**src/rtl/osc_cal_pkg.sv**
```systemverilog
package osc_cal_pkg;
  typedef enum logic [1:0] {
    WIN_IDLE = 2'd0,
    WIN_ARM  = 2'd1,
    WIN_RUN  = 2'd2
  } win_state_e;
endpackage

```
**src/rtl/osc_edge_sync.sv**
```systemverilog
module osc_edge_sync #(
  parameter int STAGES = 2
) (
  input  logic clk,
  input  logic rst_n,
  input  logic async_i,
  output logic rise_o
);
  logic [STAGES:0] sync_q;

  always_ff @(posedge clk or negedge rst_n) begin
    if (!rst_n) sync_q <= '0;
    else        sync_q <= {sync_q[STAGES-1:0], async_i};
  end

  assign rise_o = sync_q[STAGES-1] & ~sync_q[STAGES];

  // a rising edge is a single-cycle event
  single_edge_chk: assert property (@(posedge clk) disable iff (!rst_n)
    rise_o |=> !rise_o);
endmodule

```
**src/rtl/osc_win_counter.sv**
```systemverilog
module osc_win_counter
  import osc_cal_pkg::*;
#(
  parameter int CNT_W       = 12,
  parameter int WIN_PERIODS = 10
) (
  input  logic             clk,
  input  logic             rst_n,
  input  logic             start_i,
  input  logic             rise_i,
  output logic             cap_o,
  output logic [CNT_W-1:0] meas_o,
  output logic [CNT_W-1:0] result_o,
  output logic             busy_o,
  output logic             done_o
);
  localparam int EW = $clog2(WIN_PERIODS + 1);
  localparam logic [CNT_W-1:0] CNT_MAX = {CNT_W{1'b1}};
  localparam logic [EW-1:0] LAST_EDGE = EW'(WIN_PERIODS - 1);

  win_state_e       state_q;
  logic [CNT_W-1:0] cnt_q, cnt_inc, result_q;
  logic [EW-1:0]    edges_q;
  logic             done_q;

  assign cnt_inc = (cnt_q == CNT_MAX) ? CNT_MAX : cnt_q + 1'b1;
  assign cap_o   = (state_q == WIN_RUN) && rise_i && (edges_q == LAST_EDGE) && !start_i;
  assign meas_o  = cnt_inc;

  always_ff @(posedge clk or negedge rst_n) begin
    if (!rst_n) begin
      state_q  <= WIN_IDLE;
      cnt_q    <= '0;
      edges_q  <= '0;
      result_q <= '0;
      done_q   <= 1'b0;
    end else if (start_i) begin
      state_q <= WIN_ARM;
      done_q  <= 1'b0;
    end else begin
      case (state_q)
        WIN_ARM: begin
          if (rise_i) begin
            state_q <= WIN_RUN;
            cnt_q   <= '0;
            edges_q <= '0;
          end
        end
        WIN_RUN: begin
          cnt_q <= cnt_inc;
          if (rise_i) begin
            if (edges_q == LAST_EDGE) begin
              state_q  <= WIN_IDLE;
              result_q <= cnt_inc;
              done_q   <= 1'b1;
            end else begin
              edges_q <= edges_q + 1'b1;
            end
          end
        end
        default: ;
      endcase
    end
  end

  assign result_o = result_q;
  assign busy_o   = (state_q != WIN_IDLE);
  assign done_o   = done_q;


  sat_hold_chk: assert property (@(posedge clk) disable iff (!rst_n)
    (state_q == WIN_RUN && cnt_q == CNT_MAX && !start_i) |=> cnt_q == CNT_MAX);

  close_flags_chk: assert property (@(posedge clk) disable iff (!rst_n)
    cap_o |=> (!busy_o && done_o));

  start_flags_chk: assert property (@(posedge clk) disable iff (!rst_n)
    start_i |=> (busy_o && !done_o));

  result_hold_chk: assert property (@(posedge clk) disable iff (!rst_n)
    !cap_o |=> $stable(result_o));
endmodule

```
**src/rtl/osc_div_calc.sv**
```systemverilog
module osc_div_calc #(
  parameter int CNT_W     = 12,
  parameter int DIV_W     = 16,
  parameter int IDEAL_CNT = 960,
  parameter int NOM_DIV   = 500
) (
  input  logic             clk,
  input  logic             rst_n,
  input  logic             cap_i,
  input  logic [CNT_W-1:0] meas_i,
  output logic [DIV_W-1:0] div_o
);
  localparam int PROD_W = DIV_W + CNT_W + 1;
  localparam logic [PROD_W-1:0] NOM_P  = PROD_W'(NOM_DIV);
  localparam logic [PROD_W-1:0] IDEAL_P = PROD_W'(IDEAL_CNT);
  localparam logic [PROD_W-1:0] HALF_P  = PROD_W'(IDEAL_CNT / 2);

  logic [PROD_W-1:0] prod, quot;
  logic [DIV_W-1:0]  div_q;

  assign prod = NOM_P * PROD_W'(meas_i) + HALF_P;
  assign quot = prod / IDEAL_P;

  always_ff @(posedge clk or negedge rst_n) begin
    if (!rst_n)     div_q <= DIV_W'(NOM_DIV);
    else if (cap_i) div_q <= quot[DIV_W-1:0];
  end

  assign div_o = div_q;


  div_only_on_cap_chk: assert property (@(posedge clk) disable iff (!rst_n)
    !cap_i |=> $stable(div_o));
endmodule

```
**src/rtl/osc_reg_alias.sv**
```systemverilog
module osc_reg_alias #(
  parameter int CNT_W = 12
) (
  input  logic             clk,
  input  logic             rst_n,
  input  logic             tune_en_i,
  input  logic             wr_en_i,
  input  logic [7:0]       wr_data_i,
  input  logic [CNT_W-1:0] count_i,
  output logic [7:0]       rd_data_o
);
  localparam int HI_W = CNT_W - 8;

  logic [7:0] pinsel_q;

  always_ff @(posedge clk or negedge rst_n) begin
    if (!rst_n)                      pinsel_q <= 8'h00;
    else if (wr_en_i && !tune_en_i)  pinsel_q <= {wr_data_i[7:1], 1'b0};
  end

  assign rd_data_o = tune_en_i ? {{(8-HI_W){1'b0}}, count_i[CNT_W-1:8]} : pinsel_q;


  nibble_upper_zero_chk: assert property (@(posedge clk) disable iff (!rst_n)
    tune_en_i |-> rd_data_o[7:HI_W] == '0);

  reserved_bit_chk: assert property (@(posedge clk) disable iff (!rst_n)
    !tune_en_i |-> !rd_data_o[0]);

  locked_write_chk: assert property (@(posedge clk) disable iff (!rst_n)
    tune_en_i |=> $stable(pinsel_q));
endmodule

```
**src/rtl/osc_cal_counter.sv**
```systemverilog
module osc_cal_counter #(
  parameter int CNT_W       = 12,
  parameter int WIN_PERIODS = 10,
  parameter int IDEAL_CNT   = 960,
  parameter int DIV_W       = 16,
  parameter int NOM_DIV     = 500,
  parameter int SYNC_STAGES = 2
) (
  input  logic             clk,
  input  logic             rst_n,
  input  logic             slow_clk_i,
  input  logic             start_i,
  input  logic             tune_en_i,
  input  logic             wr_en_i,
  input  logic [7:0]       wr_data_i,
  output logic [7:0]       rd_data_o,
  output logic [CNT_W-1:0] count_o,
  output logic [DIV_W-1:0] divisor_o,
  output logic             busy_o,
  output logic             done_o
);
  logic             rise;
  logic             cap;
  logic [CNT_W-1:0] meas;

  osc_edge_sync #(.STAGES(SYNC_STAGES)) u_sync (
    .clk(clk), .rst_n(rst_n), .async_i(slow_clk_i), .rise_o(rise)
  );

  osc_win_counter #(.CNT_W(CNT_W), .WIN_PERIODS(WIN_PERIODS)) u_win (
    .clk(clk), .rst_n(rst_n), .start_i(start_i), .rise_i(rise),
    .cap_o(cap), .meas_o(meas), .result_o(count_o),
    .busy_o(busy_o), .done_o(done_o)
  );

  osc_div_calc #(.CNT_W(CNT_W), .DIV_W(DIV_W), .IDEAL_CNT(IDEAL_CNT),
                 .NOM_DIV(NOM_DIV)) u_div (
    .clk(clk), .rst_n(rst_n), .cap_i(cap), .meas_i(meas), .div_o(divisor_o)
  );

  osc_reg_alias #(.CNT_W(CNT_W)) u_reg (
    .clk(clk), .rst_n(rst_n), .tune_en_i(tune_en_i), .wr_en_i(wr_en_i),
    .wr_data_i(wr_data_i), .count_i(count_o), .rd_data_o(rd_data_o)
  );
endmodule

```
**config.mk**
```make
export PLATFORM = sky130hd
export DESIGN_NAME = osc_cal_counter
export DESIGN_NICKNAME = d
export VERILOG_FILES = /design/src/rtl/osc_cal_pkg.sv /design/src/rtl/osc_edge_sync.sv /design/src/rtl/osc_win_counter.sv /design/src/rtl/osc_div_calc.sv /design/src/rtl/osc_reg_alias.sv /design/src/rtl/osc_cal_counter.sv
export SDC_FILE = /design/constraint.sdc
export NUM_CORES = 1
export LEC_CHECK = 0
export ABC_AREA = 0
export ABC_CLOCK_PERIOD_IN_PS = 12410
export BUFFER_PORTS_ARGS = -buffer_cell sky130_fd_sc_hd__clkbuf_2
export CORE_UTILIZATION = 34
export CTS_BUF_LIST = sky130_fd_sc_hd__clkbuf_16
export CTS_CLUSTER_DIAMETER = 100
export DETAILED_ROUTE_END_ITERATION = 7
export HOLD_SLACK_MARGIN = 0.06
export SYNTH_ARGS = -nofsm -noshare
export SYNTH_HDL_FRONTEND = slang
export SYNTH_HIERARCHICAL = 1
export SYNTH_SLANG_ARGS = --single-unit
```
**constraint.sdc**
```tcl
create_clock -name clk -period 12.41 [get_ports clk]
set_input_delay 0 -clock clk [delete_from_list [all_inputs] [get_ports clk]]
set_output_delay 0 -clock clk [all_outputs]
set_load 0.05 [all_outputs]
```
# --- Word level (Yosys, flattened, before mapping) ---
# Cells that the tools add are included.
word_totals:
  ff_bits: 57
  input_bits: 14
op_classes:
  add_sub_neg: 3
  mul: 1
  div: 1
  eq_ne: 10
  muxes: 17
  bitwise: 3
  n_reduce_logical: 17
op_table:
  columns: ["op", "count"]
  rows:
  - ["$div A29 B10 Y29 const B", 1]
  - ["$mux W12", 2]
  - ["$pmux W12 S2", 1]
  - ["$add A21 B9 Y22 const B", 1]
  - ["$mul A7 B12 Y19 const A", 1]
  - ["$add A12 B1 Y12 const B", 1]
  - ["$eq A12 B12 Y1 const B", 1]
  - ["$mux W4", 3]
  - ["$reduce_bool A2 Y1", 5]
  - ["$mux W2", 4]
  - ["$mux W8", 1]
  - ["$pmux W4 S2", 1]
  - ["$reduce_and A4 Y1", 2]
  - ["$ne A3 B2 Y1 const B", 2]
  - ["$reduce_and A3 Y1", 2]
  - ["$reduce_and A5 Y1", 1]
  - ["$add A4 B1 Y4 const B", 1]
  - ["$eq A4 B4 Y1 const B", 1]
  - ["$logic_and A1 B1 Y1", 4]
  - ["$mux W1", 4]
  - ["$ne A2 B1 Y1 const B", 2]
  - ["$pmux W2 S2", 1]
  - ["$ne A3 B3 Y1 const B", 1]
  - ["$reduce_bool A3 Y1", 1]
  - ["other kinds (6)", 8]

# --- Logic depth before layout (Yosys ltp) ---
logic_depth:
  word_depth: 5
  mapped_depth: 41
  mapped_depth_nobuf: 37

# --- Modules after synthesis ---
# The synthesis kept the hierarchy.
by_module_without_submodules:
  columns: ["mod", "instances", "cells_each", "area_each_um2", "seq_area_each_um2"]
  rows:
  - ["osc_div_calc", 1, 553, 4603.2, 332.8]
  - ["osc_win_counter", 1, 190, 1779.2, 775.7]
  - ["osc_reg_alias", 1, 25, 396.6, 175.2]
  - ["osc_edge_sync", 1, 4, 88.8, 75.1]

# --- Worst setup path after synthesis ---
# No wires, ideal clock.
synth_path:
  path_type: "register to register"
  from: "register u_win.cnt_q[0]"
  to: "register u_div.div_q[0], in the netlist u_div/div_o[0]"
  setup_ns: 0.090
  arrival_ns: 10.410
  required_ns: 12.320
  setup_slack_ns: 1.909
  stages_incl_launch_ff: 39
  n_path_buf: 3
  period_less_slack_ns: 10.501
  path_cell_list: "dfrtp_1 > ha_1 > and3_1 > buf_4 > and3_1 > o21ai_0 > inv_1 > fa_1 > fa_1 > inv_1 > fa_1 > inv_1 > fa_1 > inv_1 > ha_1 > buf_2 > a21oi_1 > mux2_1 > (+3 left out) > buf_2 > o41ai_4 > o221ai_2 > a211oi_2 > nor3_1 > nor4b_2 > mux2i_1 > o2111ai_1 > o41ai_4 > mux2_2 > and4_1 > a21oi_1 > o211ai_2 > or3_4 > mux2i_4 > o311a_1 > a311o_1 > o221ai_1"
synth_via:
  elab_chain_len: 5
synth_rtl:
  columns: ["item", "line_no", "source"]
  rows:
  - ["start, declared", "osc_win_counter.sv:22", "logic [CNT_W-1:0] cnt_q, cnt_inc, result_q;"]
  - ["start signal, assigned", "osc_win_counter.sv:50", "cnt_q <= cnt_inc;"]
  - ["$add A12 B1 Y12 or $eq A12 B12 Y1 (tied branches)", "osc_win_counter.sv:26", "assign cnt_inc = (cnt_q == CNT_MAX) ? CNT_MAX : cnt_q + 1'b1;"]
  - ["$mux W12 (*)", "osc_win_counter.sv:26", null]
  - ["net meas[6]", "osc_cal_counter.sv:24", "logic [CNT_W-1:0] meas;"]
  - ["$mul A7 B12 Y19 (*)", "osc_div_calc.sv:21", "assign prod = NOM_P * PROD_W'(meas_i) + HALF_P;"]
  - ["$add A21 B9 Y22 (*)", "osc_div_calc.sv:21", null]
  - ["$div A29 B10 Y29 (*)", "osc_div_calc.sv:22", "assign quot = prod / IDEAL_P;"]
  - ["end signal, assigned", "osc_div_calc.sv:25", "if (!rst_n) div_q <= DIV_W'(NOM_DIV);"]
  - ["end signal, assigned", "osc_div_calc.sv:26", "else if (cap_i) div_q <= quot[DIV_W-1:0];"]
  - ["end, declared", "osc_div_calc.sv:19", "logic [DIV_W-1:0] div_q;"]
# The timed path passes the listed nets; every way through them passes the cells marked *.
# A chain may end at the register's enable or synchronous reset.

# --- Final worst setup path ---
# Ends and elaborated chain as after synthesis.

==> flow_summary.json <==
{
  "fmax_mhz": 86.75,
  "power.density_mw_per_mm2": 75.88,
  "whs_ns": 0.1639,
  "clkPwrFrac_pct": 26.2,
  "nets": 929,
  "cts_tree": "done",
  "fp-row-count": 51,
  "layout-drive-gt1-share_pct": 16.73,
  "overflow": 0,
  "dieArea_mm2": 0.02077,
  "synth_edf_count": 0,
  "p_switching_uw": 232.0,
  "vias": 5759,
  "antenna_cells": 0,
  "yosysSeqAreaShare_pct": 19.79,
  "remaining_drc_errors": 0,
  "async_flop_share_pct": 100.0,
  "finalSetupViolations": 0,
  "grt_pass1_vias": 5388,
  "antenna_found_initial": 0,
  "cts_max_path_buffers": 2,
  "cts_buffers": 5,
  "die_h_um": 144.1,
  "insertion_delay_ns": 0.30,
  "detailedPlacementHpwl_um": 12110,
  "wire_per_inst_um": 14.08,
  "place_congestion": 0.8537,
  "yosys_warnings": 6,
  "critPathRequiredTime_ns": 12.62,
  "cell_internal_pwr_uw": 346.8,
  "critPathKind": "reg2reg",
  "die_w_um": 144.1,
  "tightest_slew_ns": 0.7635,
  "firstDrtPassIters": 4,
  "setup_tns_ns": 0,
  "maxSlewHeadroom_pct": 48.56,
  "drv_cap": 0,
  "dpl_cell_area_mm2": 0.007341,
  "start_kind": "register",
  "hold_class": "in2reg",
  "root_buffer": "clkbuf_16",
  "dpl_worst_slack_ns": 0.7280,
  "period_share_pct": 92.88,
  "worst_slack_ns": 0.8830,
  "stdcell_area_mm2": 0.007627,
  "ys.flop_type": "dfrtp_1",
  "final_antenna_net_count": 0,
  "syn_avg_cell_area_um2": 8.896,
  "leakage_nw": 3.499,
  "grt_usage_pct": 15.13,
  "ys_types": 108,
  "io_pins": 52,
  "synth-seq-cells": 54,
  "hold_viol_final": 0,
  "numClockSinks": 54,
  "area_delta_synth_final_pct": 11.06,
  "drtIter0Drc": 317,
  "initial_core_util_pct": 34.94,
  "seqPwrFrac_pct": 33.0,
  "cp_slowest_cell": "or4_1",
  "vias_per_cell": 5.283,
  "cp_max_fo": 12,
  "postSynthCellCount": 772,
  "maxSlewViolCount": 0,
  "status": "finished, final reports clean",
  "grt_max_degree": 55,
  "ir_drop_mv": 0.05854,
  "utilization_pct": 38.81,
  "worstPathArrival_ns": 11.74,
  "netlist_area_mm2": 0.006868,
  "core_mm2": 0.01965,
  "clkTransAtPathRegs_ns": 0.08,
  "pwr-share-comb_pct": 40.8,
  "rsz0062_at_grt": "false",
  "portBuffers": 47,
  "slowest_delay_ns": 0.67,
  "grt_pass1_wl_um": 25750,
  "fin_skew_ns": 0.01170,
  "endpoint_kind": "register",
  "power_switching_share_pct": 40.09,
  "h-tree-depth": 2,
  "period_minus_slack_ns": 11.53,
  "wl_um": 15350
}
-- worst max-delay path: cells and delay by family, from the launching register on --
| kind | cells | cell delay, ns |
|---|---|---|
| fa+ha+maj | 6 | 2.68 |
| simple gates | 8 | 3.19 |
| compound gates | 17 | 4.24 |
| flops | 1 | 0.46 |
| buf+inv | 5 | 0.65 |
| mux | 1 | 0.22 |
-- cell usage in the layout (no fill, tap or decap), types with 12 or more instances in the layout --
cell	n
inv_1	79
xnor2_1	20
ha_1	53
nor2_1	56
dfrtp_1	48
a21oi_1	55
buf_4	12
o21ai_0	35
xor2_1	15
a31oi_1	23
clkbuf_2	47
nand2_1	41
nand3_1	23
and2_1	12
fa_1	38
-- stage by stage --
step                std cells  total power [mW]
floorplan                 774            0.3811
global placement         1070            0.4264
detailed placement       1070            0.4293
CTS                      1088            0.5890
global route             1090            0.6198
finish                   1090            0.5787
-- final cells by class --
type	count	area (um^2)
fill	2031	12030
multi-input combinational	612	5037
inverter	82	320.3
sequential	54	1359
timing repair buffer	69	425.4
tap	265	331.6
clock inverter	3	28.78
clock buffer	5	125.1
-- synthesized netlist by cell type (10+ instances only) --
cell type  number  area share [%]
mux2_2         10             1.6
ha_1           53             9.7
inv_1          79             4.3
o21ai_0        35             2.6
fa_1           38              11
nand3_1        23             1.7
xor2_1         15             1.9
a31oi_1        23             2.1
nor2_1         56             3.1
nand2_1        41             2.2
a21oi_1        55             4.0
dfrtp_1        48              17
xnor2_1        20             2.6
and2_1         12             1.1
-- sequential cells by signal, summed over array words and instances (netlist names) --
register,cells
u_win/cnt_q,12
u_div/div_o,13
u_reg/pinsel_q,7
u_sync/sync_q,3
u_win/done_o,1
u_win/edges_q,4
u_win/state_q,2
u_win/result_o,12
-- kinds of logic after synthesis --
| kind of cell | Yosys count | share of synthesized area [%] |
|---|---|---|
| AO/OA/AOI/OAI | 230 | 23.99 |
| other | 1 | 0.05460 |
| multiplexers | 25 | 4.536 |
| adder cells (fa/ha/maj) | 93 | 21.02 |
| buffers and inverters | 108 | 7.233 |
| AND/OR/NAND/NOR | 226 | 18.91 |
| flip-flops | 54 | 19.78 |
| XOR/XNOR | 35 | 4.464 |
-- layer usage --
metal | global-route usage, % | wire length (um)
met1 | 20.68 | 7489
met2 | 26.06 | 7387
met3 | 1.490 | 347
met4 | 2.408 | 120
met5 | 0 | 0
-- worst paths after layout --
check	start	to	slack (ns)	cells after the start
min reg2reg	u_sync/sync_q[0]	u_sync/sync_q[1]	0.36	0
min	wr_en_i	u_reg/pinsel_q[4]	0.16	3
min in group asynchronous	rst_n	u_div/div_o[9]	0.36	3
max in group asynchronous	rst_n	u_win/cnt_q[5]	11.58	3
max	u_win/cnt_q[0]	u_div/div_o[0]	0.88	37
max reg2reg	u_win/cnt_q[0]	u_div/div_o[0]	0.88	37
-- repair_timing --
action | CTS | global route
setup endpoints to repair | 0 | 2
buffers inserted | 0 | 2
hold buffers | 10 | 0
gates resized for setup | 0 | 3
hold endpoints to repair | 59 | 0
-- power groups by stage --
stage          sequential [mW]  clock (mW)  combinational, mW
3_3_place_gp             0.194           0              0.232
5_1_grt                  0.193       0.165              0.262
4_1_cts                  0.191       0.159              0.239
2_1_floorplan            0.205           0              0.176
6_report                 0.191       0.152              0.236
3_5_place_dp             0.194           0              0.235
(Power assumes the default switching activity.)
